## config.mk

```make
export PLATFORM = sky130hd
export DESIGN_NAME = lp_wdog_timer
export DESIGN_NICKNAME = d
export VERILOG_FILES = /design/src/rtl/lpwt_pkg.sv /design/src/rtl/lpwt_ctrl_reg.sv /design/src/rtl/lpwt_prescaler.sv /design/src/rtl/lpwt_counter.sv /design/src/rtl/lp_wdog_timer.sv
export SDC_FILE = /design/constraint.sdc
export NUM_CORES = 1
export LEC_CHECK = 0
export ABC_AREA = 1
export BUFFER_PORTS_ARGS = -buffer_cell sky130_fd_sc_hd__buf_2
export CAP_MARGIN = 0
export CORE_UTILIZATION = 50
export CTS_CLUSTER_SIZE = 14
export DETAILED_ROUTE_END_ITERATION = 10
export PLACE_DENSITY_LB_ADDON = 0.1
export SYNTH_ARGS = -nofsm -noshare
export SYNTH_HDL_FRONTEND = slang
export SYNTH_SLANG_ARGS = --single-unit
```

## constraint.sdc

```tcl
create_clock -name clk_i -period 1.9 [get_ports clk_i]
set_input_delay 0.095 -clock clk_i [delete_from_list [all_inputs] [get_ports clk_i]]
set_output_delay 0.095 -clock clk_i [all_outputs]
set_load 0.01 [all_outputs]
```

## src/rtl/lpwt_pkg.sv

```systemverilog
package lpwt_pkg;
  localparam int          CNT_W     = 16;
  localparam logic [15:0] CTRL_MASK = 16'h01EF;
  localparam int          DIV1_SH   = 4;
  localparam int          DIV2_SH   = 8;

  typedef enum logic [1:0] {
    A_LOAD  = 2'd0,
    A_VALUE = 2'd1,
    A_CTRL  = 2'd2,
    A_CLEAR = 2'd3
  } reg_addr_e;

  typedef struct packed {
    logic       up;
    logic       en;
    logic       periodic;
    logic       wd;
    logic [1:0] div_sel;
    logic       wd_irq;
    logic       pd_stop;
  } ctrl_t;

  function automatic ctrl_t decode_ctrl(logic [15:0] r);
    ctrl_t c;
    c.up       = r[8];
    c.en       = r[7];
    c.periodic = r[6];
    c.wd       = r[5];
    c.div_sel  = r[3:2];
    c.wd_irq   = r[1];
    c.pd_stop  = r[0];
    return c;
  endfunction
endpackage

```

## src/rtl/lpwt_ctrl_reg.sv

```systemverilog
module lpwt_ctrl_reg
  import lpwt_pkg::*;
(
  input  logic        clk_i,
  input  logic        rst_ni,
  input  logic        wr_i,
  input  logic [15:0] wdata_i,
  output logic [15:0] raw_o,
  output ctrl_t       ctrl_o
);
  logic [15:0] raw_q;
  logic        locked_q;

  always_ff @(posedge clk_i or negedge rst_ni) begin
    if (!rst_ni) begin
      raw_q    <= '0;
      locked_q <= 1'b0;
    end else if (wr_i && !locked_q) begin
      raw_q    <= wdata_i & CTRL_MASK;
      locked_q <= 1'b1;
    end
  end

  assign raw_o  = raw_q;
  assign ctrl_o = decode_ctrl(raw_q);

  p_locked_stable_r1: assert property (@(posedge clk_i) disable iff (!rst_ni)
    locked_q |=> $stable(raw_q));
  p_reserved_zero_r2: assert property (@(posedge clk_i) disable iff (!rst_ni)
    (raw_q & ~CTRL_MASK) == 16'h0);
endmodule

```

## src/rtl/lpwt_prescaler.sv

```systemverilog
module lpwt_prescaler
  import lpwt_pkg::*;
#(
  parameter int SH1 = DIV1_SH,
  parameter int SH2 = DIV2_SH
) (
  input  logic       clk_i,
  input  logic       rst_ni,
  input  logic       en_i,
  input  logic       run_i,
  input  logic [1:0] div_sel_i,
  output logic       tick_o
);
  localparam int PRE_W = (SH2 > SH1) ? SH2 : SH1;
  localparam logic [PRE_W-1:0] LIM1 = PRE_W'((1 << SH1) - 1);
  localparam logic [PRE_W-1:0] LIM2 = PRE_W'((1 << SH2) - 1);

  logic [PRE_W-1:0] pre_q, limit;

  always_comb begin
    unique case (div_sel_i)
      2'b01:   limit = LIM1;
      2'b10:   limit = LIM2;
      default: limit = '0;  // 00 and reserved 11
    endcase
  end

  assign tick_o = run_i && (pre_q == limit);

  always_ff @(posedge clk_i or negedge rst_ni) begin
    if (!rst_ni)       pre_q <= '0;
    else if (!en_i)    pre_q <= '0;
    else if (tick_o)   pre_q <= '0;
    else if (run_i)    pre_q <= pre_q + 1'b1;
  end

  p_tick_spacing_r6: assert property (@(posedge clk_i) disable iff (!rst_ni)
    (tick_o && limit != '0 && $stable(div_sel_i)) |=> !tick_o);
  p_frozen_r7: assert property (@(posedge clk_i) disable iff (!rst_ni)
    (en_i && !run_i) |=> $stable(pre_q));
endmodule

```

## src/rtl/lpwt_counter.sv

```systemverilog
module lpwt_counter
  import lpwt_pkg::*;
#(
  parameter int W = CNT_W
) (
  input  logic         clk_i,
  input  logic         rst_ni,
  input  logic         tick_i,
  input  ctrl_t        ctrl_i,
  input  logic         load_wr_i,
  input  logic [W-1:0] load_val_i,
  input  logic         clr_wr_i,
  output logic [W-1:0] cnt_o,
  output logic [W-1:0] load_o,
  output logic         irq_o,
  output logic         rst_req_o
);
  logic [W-1:0] cnt_q, load_q, nxt;
  logic         irq_q, rst_q, at_term, at_zero, wd_fire, per_fire;

  assign at_zero  = (cnt_q == '0);
  assign at_term  = ctrl_i.up ? (cnt_q == '1) : at_zero;
  assign wd_fire  = tick_i && ctrl_i.wd && at_zero;
  assign per_fire = tick_i && !ctrl_i.wd && ctrl_i.periodic && at_term;

  always_comb begin
    if (at_term && ctrl_i.periodic) nxt = load_q;
    else if (ctrl_i.up)             nxt = cnt_q + 1'b1;
    else                            nxt = cnt_q - 1'b1;
  end

  always_ff @(posedge clk_i or negedge rst_ni) begin
    if (!rst_ni) begin
      cnt_q  <= '0;
      load_q <= '0;
      irq_q  <= 1'b0;
      rst_q  <= 1'b0;
    end else begin
      if (load_wr_i) load_q <= load_val_i;
      if (load_wr_i)                    cnt_q <= load_val_i;
      else if (clr_wr_i && ctrl_i.wd)   cnt_q <= load_q;
      else if (tick_i)                  cnt_q <= nxt;
      if (per_fire || (wd_fire && ctrl_i.wd_irq)) irq_q <= 1'b1;
      else if (clr_wr_i)                         irq_q <= 1'b0;
      rst_q <= wd_fire && !ctrl_i.wd_irq;
    end
  end

  assign cnt_o     = cnt_q;
  assign load_o    = load_q;
  assign irq_o     = irq_q;
  assign rst_req_o = rst_q;

  p_hold_r3: assert property (@(posedge clk_i) disable iff (!rst_ni)
    (!tick_i && !load_wr_i && !clr_wr_i) |=> $stable(cnt_q));
  p_load_r11: assert property (@(posedge clk_i) disable iff (!rst_ni)
    load_wr_i |=> cnt_q == $past(load_val_i));
  p_reload_r5: assert property (@(posedge clk_i) disable iff (!rst_ni)
    (tick_i && ctrl_i.periodic && at_term && !load_wr_i && !clr_wr_i)
      |=> cnt_q == $past(load_q));
  p_rst_pulse_r8: assert property (@(posedge clk_i) disable iff (!rst_ni)
    rst_q |=> !rst_q);
  p_irq_not_rst_r9: assert property (@(posedge clk_i) disable iff (!rst_ni)
    rst_q |-> !ctrl_i.wd_irq);
  p_irq_sticky_r10: assert property (@(posedge clk_i) disable iff (!rst_ni)
    (irq_q && !clr_wr_i) |=> irq_q);
endmodule

```

## src/rtl/lp_wdog_timer.sv

```systemverilog
module lp_wdog_timer
  import lpwt_pkg::*;
#(
  parameter int W = CNT_W
) (
  input  logic         clk_i,
  input  logic         rst_ni,
  input  logic         wr_en_i,
  input  logic [1:0]   addr_i,
  input  logic [W-1:0] wdata_i,
  output logic [W-1:0] rdata_o,
  input  logic         pd_i,
  output logic         irq_o,
  output logic         rst_req_o
);
  logic [15:0]  ctrl_raw;
  ctrl_t        ctrl;
  logic         run, tick, load_wr, ctrl_wr, clr_wr;
  logic [W-1:0] cnt, load_q;

  assign load_wr = wr_en_i && (addr_i == A_LOAD);
  assign ctrl_wr = wr_en_i && (addr_i == A_CTRL);
  assign clr_wr  = wr_en_i && (addr_i == A_CLEAR);

  lpwt_ctrl_reg u_ctrl (
    .clk_i, .rst_ni, .wr_i(ctrl_wr), .wdata_i(wdata_i[15:0]),
    .raw_o(ctrl_raw), .ctrl_o(ctrl)
  );

  assign run = ctrl.en && !(ctrl.pd_stop && pd_i);

  lpwt_prescaler u_pre (
    .clk_i, .rst_ni, .en_i(ctrl.en), .run_i(run),
    .div_sel_i(ctrl.div_sel), .tick_o(tick)
  );

  lpwt_counter #(.W(W)) u_cnt (
    .clk_i, .rst_ni, .tick_i(tick), .ctrl_i(ctrl),
    .load_wr_i(load_wr), .load_val_i(wdata_i), .clr_wr_i(clr_wr),
    .cnt_o(cnt), .load_o(load_q), .irq_o, .rst_req_o
  );

  always_comb begin
    unique case (addr_i)
      A_LOAD:  rdata_o = load_q;
      A_VALUE: rdata_o = cnt;
      A_CTRL:  rdata_o = W'(ctrl_raw);
      default: rdata_o = '0;
    endcase
  end

  p_pd_gate_r7: assert property (@(posedge clk_i) disable iff (!rst_ni)
    (ctrl.pd_stop && pd_i) |-> !tick);
  p_disabled_r3: assert property (@(posedge clk_i) disable iff (!rst_ni)
    !ctrl.en |-> !tick);
endmodule

```

Yosys cells after proc, flatten, opt, wreduce, memory -nomap -nowiden
Index checks and enable logic that the tools add are counted.
{"block": "word_totals", "out_inout_bits": 18, "wordCells": 56, "in_bits": 22, "regBits": 51}
{"block": "classes", "n_eq_ne": 8, "n_addsub": 3, "reduce_logical": 25, "n_mux": 13}
{"op": "$mux W16", "count": 5}
{"op": "$pmux W16 S3", "count": 1}
{"op": "$mux W8", "count": 3}
{"op": "$add A16 B1 Y16 const B", "count": 1}
{"op": "$eq A16 B16 Y1 const B", "count": 1}
{"op": "$logic_and A1 B1 Y1", "count": 16}
{"op": "$logic_not A16 Y1", "count": 1}
{"op": "$pmux W8 S2", "count": 1}
{"op": "$sub A16 B1 Y16 const B", "count": 1}
{"op": "$add A8 B1 Y8 const B", "count": 1}
{"op": "$eq A8 B8 Y1", "count": 1}
{"op": "$eq A2 B2 Y1 const B", "count": 3}
{"op": "$eq A2 B1 Y1 const B", "count": 2}
{"op": "$logic_not A1 Y1", "count": 4}
{"op": "$mux W1", "count": 3}
{"op": "$ne A3 B1 Y1 const B", "count": 1}
{"op": "$reduce_bool A3 Y1", "count": 1}
{"op": "$logic_not A2 Y1", "count": 1}
{"op": "$reduce_bool A2 Y1", "count": 1}
{"op": "$logic_or A1 B1 Y1", "count": 1}

Longest topological paths before layout
Gate-level depths: netlist of run 1.
{"block": "depth", "depth_word": 9, "ltp_mapped": 14, "depth_no_buf": 14}

Modules after synthesis
A second synthesis of run 1 with hierarchy kept.
{"block": "unflattened", "hier_cells": 650, "area_unflattened_um2": 4129.0}
{"module": "lpwt_counter", "instances": 1, "area_each_um2": 2657.5, "cells_per_inst": 427, "seq_area_each_um2": 850.8}
{"module": "lpwt_prescaler", "instances": 1, "area_each_um2": 599.3, "cells_per_inst": 90, "seq_area_each_um2": 200.2}
{"module": "lpwt_ctrl_reg", "instances": 1, "area_each_um2": 479.2, "cells_per_inst": 54, "seq_area_each_um2": 225.2}
{"module": "lp_wdog_timer", "instances": 1, "area_each_um2": 392.9, "cells_per_inst": 79, "seq_area_each_um2": 0.0}

Least setup slack after synthesis of run 1
No wires, ideal clock.
{"block": "synth_timing", "path_type": "reg-to-reg", "from": "register u_ctrl.raw_q[8] (netlist: u_ctrl.raw_o[8])", "to": "register u_cnt.cnt_q[15] (netlist: u_cnt.cnt_o[15])", "arrival_time_ns": 1.827, "setup_time_ns": 0.117, "synth_period_minus_slack_ns": 1.944, "path_buffers": 0, "path_slack_ns": -0.044, "stages_incl_launch_ff": 12, "required_ns": 1.783, "path_cell_list": "dfrtp_1 inv_1 ha_1 nor2_1 a21oi_1 nand2_1 nand2_1 nand2_1 a21oi_1 nor2_1 nor2_1 nor2_1"}
{"block": "synth_between", "elab_chain_len": 6, "word_cells_on_any_way": 7, "classes_between": "mux (6); reduce/logical (1)"}
{"element": "start: declaration", "line": "lpwt_ctrl_reg.sv:11", "rtl": "logic [15:0] raw_q;"}
{"element": "start signal: assignment", "line": "lpwt_ctrl_reg.sv:19", "rtl": "raw_q <= wdata_i & CTRL_MASK;"}
{"element": "$mux W1", "line": "lpwt_counter.sv:22", "rtl": "assign at_term = ctrl_i.up ? (cnt_q == '1) : at_zero;"}
{"element": "$logic_and A1 B1 Y1", "line": "lpwt_counter.sv:27", "rtl": "if (at_term && ctrl_i.periodic) nxt = load_q;"}
{"element": "$mux W16 *", "line": "lpwt_counter.sv:27"}
{"element": "$mux W16 *", "line": "lpwt_counter.sv:42", "rtl": "else if (tick_i) cnt_q <= nxt;"}
{"element": "$mux W16 *", "line": "lpwt_counter.sv:41", "rtl": "else if (clr_wr_i && ctrl_i.wd) cnt_q <= load_q;"}
{"element": "$mux W16 *", "line": "lpwt_counter.sv:40", "rtl": "if (load_wr_i) cnt_q <= load_val_i;"}
{"element": "end signal: assignment", "line": "lpwt_counter.sv:40"}
{"element": "end signal: assignment", "line": "lpwt_counter.sv:41"}
{"element": "end signal: assignment", "line": "lpwt_counter.sv:42"}
{"element": "end: declaration", "line": "lpwt_counter.sv:18", "rtl": "logic [W-1:0] cnt_q, load_q, nxt;"}
Every way passes the cells marked *; elsewhere a longest branch is shown, timed or not. The select of a mux whose other input is x is not followed.
A chain may end at the register's enable or synchronous reset.

Worst setup path in the final report of run 1
Ends and elaborated chain as after synthesis.

==> results.tsv, run 1 <==
metric	value	unit
largest net degree at the start of global routing	32	
H-Tree Depth	2	
Max FO, Critical Path	7	
gp weighted congestion	0.840	
final hold vios	0	
vias in the first global route	3598	
clk root buf	clkbuf_8	
PwrDens	769	nW/um^2
RSZ-0062 raised after global routing	yes	
Final WS setup	-38.9	ps
critical path class	reg -> reg	
1st-pass router iterations	5	
crit end category	flip-flop	
clock share of power	18.2	%
Cells after Synth	564	
dominant synthesized flop cell	dfrtp_1	
io pins	40	
Final Setup Violations	3	
run status	finished, violations left	
clk sinks	51	
period utilization	102	%
Fmax	516	MHz
share of the synthesized area in the top cell type	33.5	%
Critical Path RT	2140	ps
# diodes	0	
Final #Nets	676	
Worst Hold Class	in -> reg	
Num CTS Buffers	5	
layout cells sized above 1	29.0	%
crit-path max cell delay	380	ps
most common cell in the netlist	nand2_1	
Crit path arrival time	2180	ps
Worst-Margin Slew	531	ps
CTS tree	done	
Unique masters post-synth	33	
Congestion Overflow GR	0	
Die X	89.2	um
vias post-DR	3975	
CP most frequent cell	nand2_2	
cell internal pwr	2.27	mW
Core Region	7290	um^2
CTS clk-pin slew, worst paths	100	ps
initial antenna violation count	0	
row count	31	
Tot Pwr	3.75	mW
port buffer count	39	
first-pass GRT wire length	17.5	mm
largest cells by area after synthesis	dfrtp_1, nand2_1, inv_1	
Startpoint Class	flip-flop	
Setup WS pre-CTS	-89.4	ps
failing checks	negative setup slack	
dpl hpwl	7.95	mm
syn nets	603	
Seq/Total Area, Yosys	33.5	%
fin crit period	1940	ps
static leakage	2.53	nW
worst skew pair latency	310	ps
number of flops mapped to enable cells by yosys	0	
asr flop ratio synth	100	%
Yosys warning total	0	
area leader, netlist	dfrtp_1	
Clock Path Buffers	2	
NetSw	1.48	mW
CP Cell Sequence	inv_2 > clkbuf_16 > ha_4 > nand2_1 > nand2_1 > inv_1 > nand2_2 > inv_2 > nand2_2 > nand2_2 > nand3_2 > nand3_2 > nor2_2 > nor2_1 > nor2_1	
DRT antenna net count	0	
Die ar.	7960	um^2
DR WL/cell	15.2	um
max-cap violations	0	
DRT Wirelength	11.2	mm
Peak supply drop	0.428	mV
Net Sw Frac	39.4	%
WHS Path Cells	3	
R2R depth	15	
r2r setup slk	-40	ps
#FFs+latches synth	51	
Worst path slowest cell	dfrtp_1	
vias per cell	5.39	
Synth Cell Area	3800	um^2
synth cell count leaders	nand2_1, inv_1, nand3_1	
starting density of the core	52.2	%
Initial DRC Count	274	
Area growth syn-to-layout	28.2	%
Total Routing Usage GR	28.9	%
sequential share of power	39.4	%
die height	89.2	um
Combinational Power Share	42.3	%
skew final	8.96	ps
Final Max Slew Viols	0	
max_slew headroom	64.6	%
# DRC	0	
Avg Cell Area, Syn	6.75	um^2
layout filler cell count	641	
## sequential cells by signal, summed over array words and instances, names as in the netlist
signal,cells
u_ctrl.raw_o,8
u_cnt.load_o,16
u_cnt.cnt_o,16
u_pre.pre_q,8
u_cnt.irq_o,1
u_ctrl.locked_q,1
u_cnt.rst_req_o,1
## cells in the final DEF, fill, tap and decap left out, types with 4 or more instances in the layout
cell	n
ha_4	14
nand3_1	53
o22ai_1	5
buf_2	39
a21oi_1	13
clkbuf_8	6
buf_4	37
nor2_2	7
nand4_1	12
nand2_1	148
nor2_4	6
nand3_2	6
o211ai_1	7
o21ai_0	27
inv_2	12
mux2_2	4
nand2_2	31
xor2_1	8
a21oi_2	7
inv_1	70
nor2_1	43
dfrtp_1	50
## power by group through the flow
stage | clock, mW | combinational [mW] | sequential (mW)
4_1_cts | 0.692 | 1.29 | 1.43
3_5_place_dp | 0 | 1.26 | 1.45
3_3_place_gp | 0 | 1.25 | 1.45
6_report | 0.684 | 1.59 | 1.48
2_1_floorplan | 0 | 0.793 | 1.39
5_1_grt | 0.736 | 1.75 | 1.50
## final cells by class
class / instances / area [um^2] / area share, %
clock inverter: 1 / 8.76 / 0.179
timing repair buffer: 81 / 568 / 11.6
tap: 99 / 124 / 2.54
inverter: 82 / 308 / 6.31
clock buffer: 7 / 86.3 / 1.77
multi-input combinational: 416 / 2510 / 51.4
sequential: 51 / 1280 / 26.2
## path summary, 6_finish.rpt
kind                                              from                      endpoint
max in group asynchronous                       rst_ni   u_cnt.cnt_o[15]$_DFFE_PN0P_
hold / removal                             wdata_i[15]  u_cnt.load_o[15]$_DFFE_PN0P_
setup / recovery           u_ctrl.raw_o[8]$_DFFE_PN0P_   u_cnt.cnt_o[15]$_DFFE_PN0P_
min in group asynchronous                       rst_ni     u_cnt.rst_req_o$_DFF_PN0_
setup reg to reg           u_ctrl.raw_o[8]$_DFFE_PN0P_   u_cnt.cnt_o[15]$_DFFE_PN0P_
hold reg to reg            u_ctrl.locked_q$_DFFE_PN0P_   u_ctrl.locked_q$_DFFE_PN0P_
## repair_timing
item                                    4_1_cts  5_1_grt
hold buffers                                  1        0
setup buffers                                 0        2
endpoints found under the setup margin        6       17
pin swaps                                     0       44
endpoints found under the hold margin        20        0
resized for setup                             5       86
gates cloned                                  0        1
## per-layer routing
layer / wire length, um / track usage (%) / up-vias
li1: - / - / 1954
met1: 5020 / 42.0 / 1871
met2: 5350 / 45.5 / 133
met3: 671 / 4.34 / 17
met4: 184 / 6.64 / 0
met5: 0 / 0 / -
## logic make-up after synthesis
| kind of cell | count (synthesis) | share of synthesized area, % |
|---|---|---|
| buffers and inverters | 97 | 10.9 |
| AND/OR/NAND/NOR | 317 | 35.9 |
| XOR/XNOR | 10 | 2.30 |
| multiplexers | 4 | 1.18 |
| AO/OA/AOI/OAI | 68 | 10.4 |
| adder cells (fa/ha/maj) | 17 | 5.79 |
| flip-flops | 51 | 33.5 |
## worst max-delay path, delay by kind of cell, from the launching register on
family / cells / cell delay [ps]
buffers and inverters: 4 / 410
and+or+nand+nor: 10 / 780
adders and majority gates: 1 / 310
DFF: 1 / 380
## per-stage QoR
step                util, %  std cells  cell area [um^2]  TNS (ps)  hold slack (ps)
floorplan                 -        564              3800     -59.1             -201
global placement       59.5        725              4340     -82.5             93.7
detailed placement     59.5        725              4340      -160             95.7
CTS                    61.1        734              4460     -17.5             22.6
global route           66.9        737              4880     -1080             26.5
finish                 66.9        737              4880     -80.8             29.4
No activity file was read; power rests on OpenSTA's default activity.
==> run 2: changes to the inputs <==
MAX_ROUTING_LAYER = met4   (was not set)
REMOVE_ABC_BUFFERS = 1   (was not set)
==> run 2 against run 1 <==
The run still ends with negative setup slack left. Global-route usage up 1.0 points. Die area is the same. Fmax shrank 0.82%. Final cell count rose by 0.41%. Clock power fell by 6.7%. Critical path depth unchanged. Final area fell by 0.28%. Core utilization down 0.19 points. Clock-buffer cell count down 1.
==> results.tsv, run 2 (same netlist as run 1, synthesis figures left out) <==
metric	value	unit	change
1st-pass router iterations	5		unchanged
dpl hpwl	8.14	mm	was 7.95 mm
layout cells sized above 1	28.4	%	was 29.0%
Max FO, Critical Path	8		was 7
DR WL/cell	15.2	um	about the same
Total Routing Usage GR	29.9	%	was 28.9%
Final Max Slew Viols	0		unchanged
Combinational Power Share	43.1	%	was 42.3%
Final #Nets	679		was 676
Congestion Overflow GR	0		unchanged
DRT antenna net count	0		unchanged
NetSw	1.46	mW	was 1.48 mW
H-Tree Depth	2		unchanged
CTS tree	done		unchanged
Num CTS Buffers	5		unchanged
starting density of the core	52.2	%	unchanged
Worst path slowest cell	dfrtp_1		unchanged
Final Setup Violations	4		was 3
crit-path max cell delay	370	ps	was 380 ps
Area growth syn-to-layout	27.9	%	was 28.2%
vias post-DR	4041		was 3975
final hold vios	0		unchanged
max-cap violations	0		unchanged
Final Util	66.7	%	was 66.9%
crit end category	flip-flop		unchanged
CP most frequent cell	nand2_1		was nand2_2
period utilization	103	%	was 102%
Worst Hold Class	in -> reg		unchanged
largest net degree at the start of global routing	31		was 32
Die X	89.2	um	unchanged
Setup TNS	-85.7	ps	was -80.8 ps
row count	31		unchanged
Peak supply drop	0.447	mV	was 0.428 mV
gp weighted congestion	0.981		was 0.840
r2r setup slk	-50	ps	was -40 ps
DRT Wirelength	11.3	mm	was 11.2 mm
# DRC	0		unchanged
Die ar.	7960	um^2	unchanged
Final WS setup	-54.9	ps	was -38.9 ps
worst hold slack	26.2	ps	was 29.4 ps
sequential share of power	39.7	%	was 39.4%
skew final	10.0	ps	was 8.96 ps
worst skew pair latency	310	ps	about the same
Clock Path Buffers	2		unchanged
die height	89.2	um	unchanged
port buffer count	39		unchanged
clk root buf	clkbuf_8		unchanged
critical path class	reg -> reg		unchanged
CTS clk-pin slew, worst paths	100	ps	about the same
run status	finished, violations left		unchanged
failing checks	negative setup slack		unchanged
static leakage	2.55	nW	was 2.53 nW
Net Sw Frac	39.5	%	was 39.4%
end of the critical path	u_cnt.cnt_o[11]$_DFFE_PN0P_		was u_cnt.cnt_o[15]$_DFFE_PN0P_
# diodes	0		unchanged
Startpoint Class	flip-flop		unchanged
Worst-Margin Slew	544	ps	was 531 ps
RR Endpoint	u_cnt.cnt_o[11]$_DFFE_PN0P_		was u_cnt.cnt_o[15]$_DFFE_PN0P_
most common cell after layout, fill and taps aside	nand2_1		unchanged
Fmax	512	MHz	was 516 MHz
CP Cell Sequence	inv_2 > buf_12 > buf_6 > ha_4 > nand2_4 > a21oi_4 > buf_6 > buf_4 > nand3_2 > nand3_2 > nand2_1 > nand4_1 > nand2_1 > nand2_1 > nand2_1		was inv_2 > clkbuf_16 > ha_4 > nand2_1 > nand2_1 > inv_1 > nand2_2 > inv_2 > nand2_2 > nand2_2 > nand3_2 > nand3_2 > nor2_2 > nor2_1 > nor2_1
fin crit period	1950	ps	was 1940 ps
RSZ-0062 raised after global routing	yes		unchanged
max_slew headroom	63.7	%	was 64.6%
clock share of power	17.2	%	was 18.2%
Placed Area	4310	um^2	was 4340 um^2
Critical Path RT	2110	ps	was 2140 ps
Critical Path Start	u_ctrl.raw_o[8]$_DFFE_PN0P_		unchanged
commonest cells after routing, fill and taps aside	nand2_1, inv_1, nand3_1		unchanged
io pins	40		unchanged
vias in the first global route	3632		was 3598
Crit path arrival time	2160	ps	was 2180 ps
initial antenna violation count	0		unchanged
r2r startpoint	u_ctrl.raw_o[8]$_DFFE_PN0P_		unchanged
R2R depth	15		unchanged
final instance area	4870	um^2	was 4880 um^2
clk sinks	51		unchanged
PwrDens	761	nW/um^2	was 769 nW/um^2
Initial DRC Count	234		was 274
vias per cell	5.46		was 5.39
first-pass GRT wire length	17.3	mm	was 17.5 mm
cell internal pwr	2.24	mW	was 2.27 mW
Core Region	7290	um^2	unchanged
run 2: worst min-delay path by stage:
stage	from	slack, ps	cells after the start	to
2_1_floorplan	rst_ni	-200	0	u_cnt.cnt_o[0]$_DFFE_PN0P_
3_3_place_gp	rst_ni	100	1	u_pre.pre_q[5]$_DFFE_PN0P_
3_5_place_dp	rst_ni	100	1	u_pre.pre_q[4]$_DFFE_PN0P_
4_1_cts	wdata_i[6]	20	2	u_ctrl.raw_o[6]$_DFFE_PN0P_
5_1_grt	wdata_i[6]	30	2	u_ctrl.raw_o[6]$_DFFE_PN0P_
6_report	wdata_i[6]	30	2	u_ctrl.raw_o[6]$_DFFE_PN0P_
run 2: per-layer routing:
layer	share of wire (%)	GRT usage (%)	vias up
met2	48	47.3	144
li1	-	-	1969
met3	5.7	3.32	26
met1	44	40.5	1902
met4	2.6	8.95	0
met5	0	-	-
run 2: through the flow:
| stage | instances | setup WS [ps] | power [mW] |
|---|---|---|---|
| after floorplan | 549 | -76.7 | 2.16 |
| after global placement | 724 | -75.2 | 2.67 |
| after detailed placement | 724 | -139 | 2.70 |
| after CTS | 734 | -20.0 | 3.39 |
| after global routing | 740 | -149 | 3.94 |
| final | 740 | -54.9 | 3.70 |
run 2: power by group through the flow:
stage / clock network (mW) / logic, mW / registers (mW)
2_1_floorplan: 0 / 0.774 / 1.39
3_3_place_gp: 0 / 1.24 / 1.43
3_5_place_dp: 0 / 1.26 / 1.44
4_1_cts: 0.656 / 1.31 / 1.42
5_1_grt: 0.689 / 1.77 / 1.49
6_report: 0.638 / 1.59 / 1.47
run 2: area by class of cell:
type                    count  area, um^2
clock inverters             2        12.5
inverters                  82         308
repair buffers             84         583
fillers                   682        2430
clock buffers               6        72.6
flip-flops and latches     51        1280
multi-input cells         416        2490
well taps                  99         124
run 2: critical path: cells and delay by family, from the launching register on:
family,cells,cell delay [ps]
flops,1,370
compound gates,1,190
fa+ha+maj,1,260
buf+inv,5,560
simple gates,8,490
run 2: timing repair:
item                                   in CTS  in global routing
buffers inserted                            1                  7
resized for setup                           7                 89
pin swaps                                   1                 27
endpoints found under the hold margin      21                  0
hold buffers                                1                  0
setup endpoints to repair                  10                 15
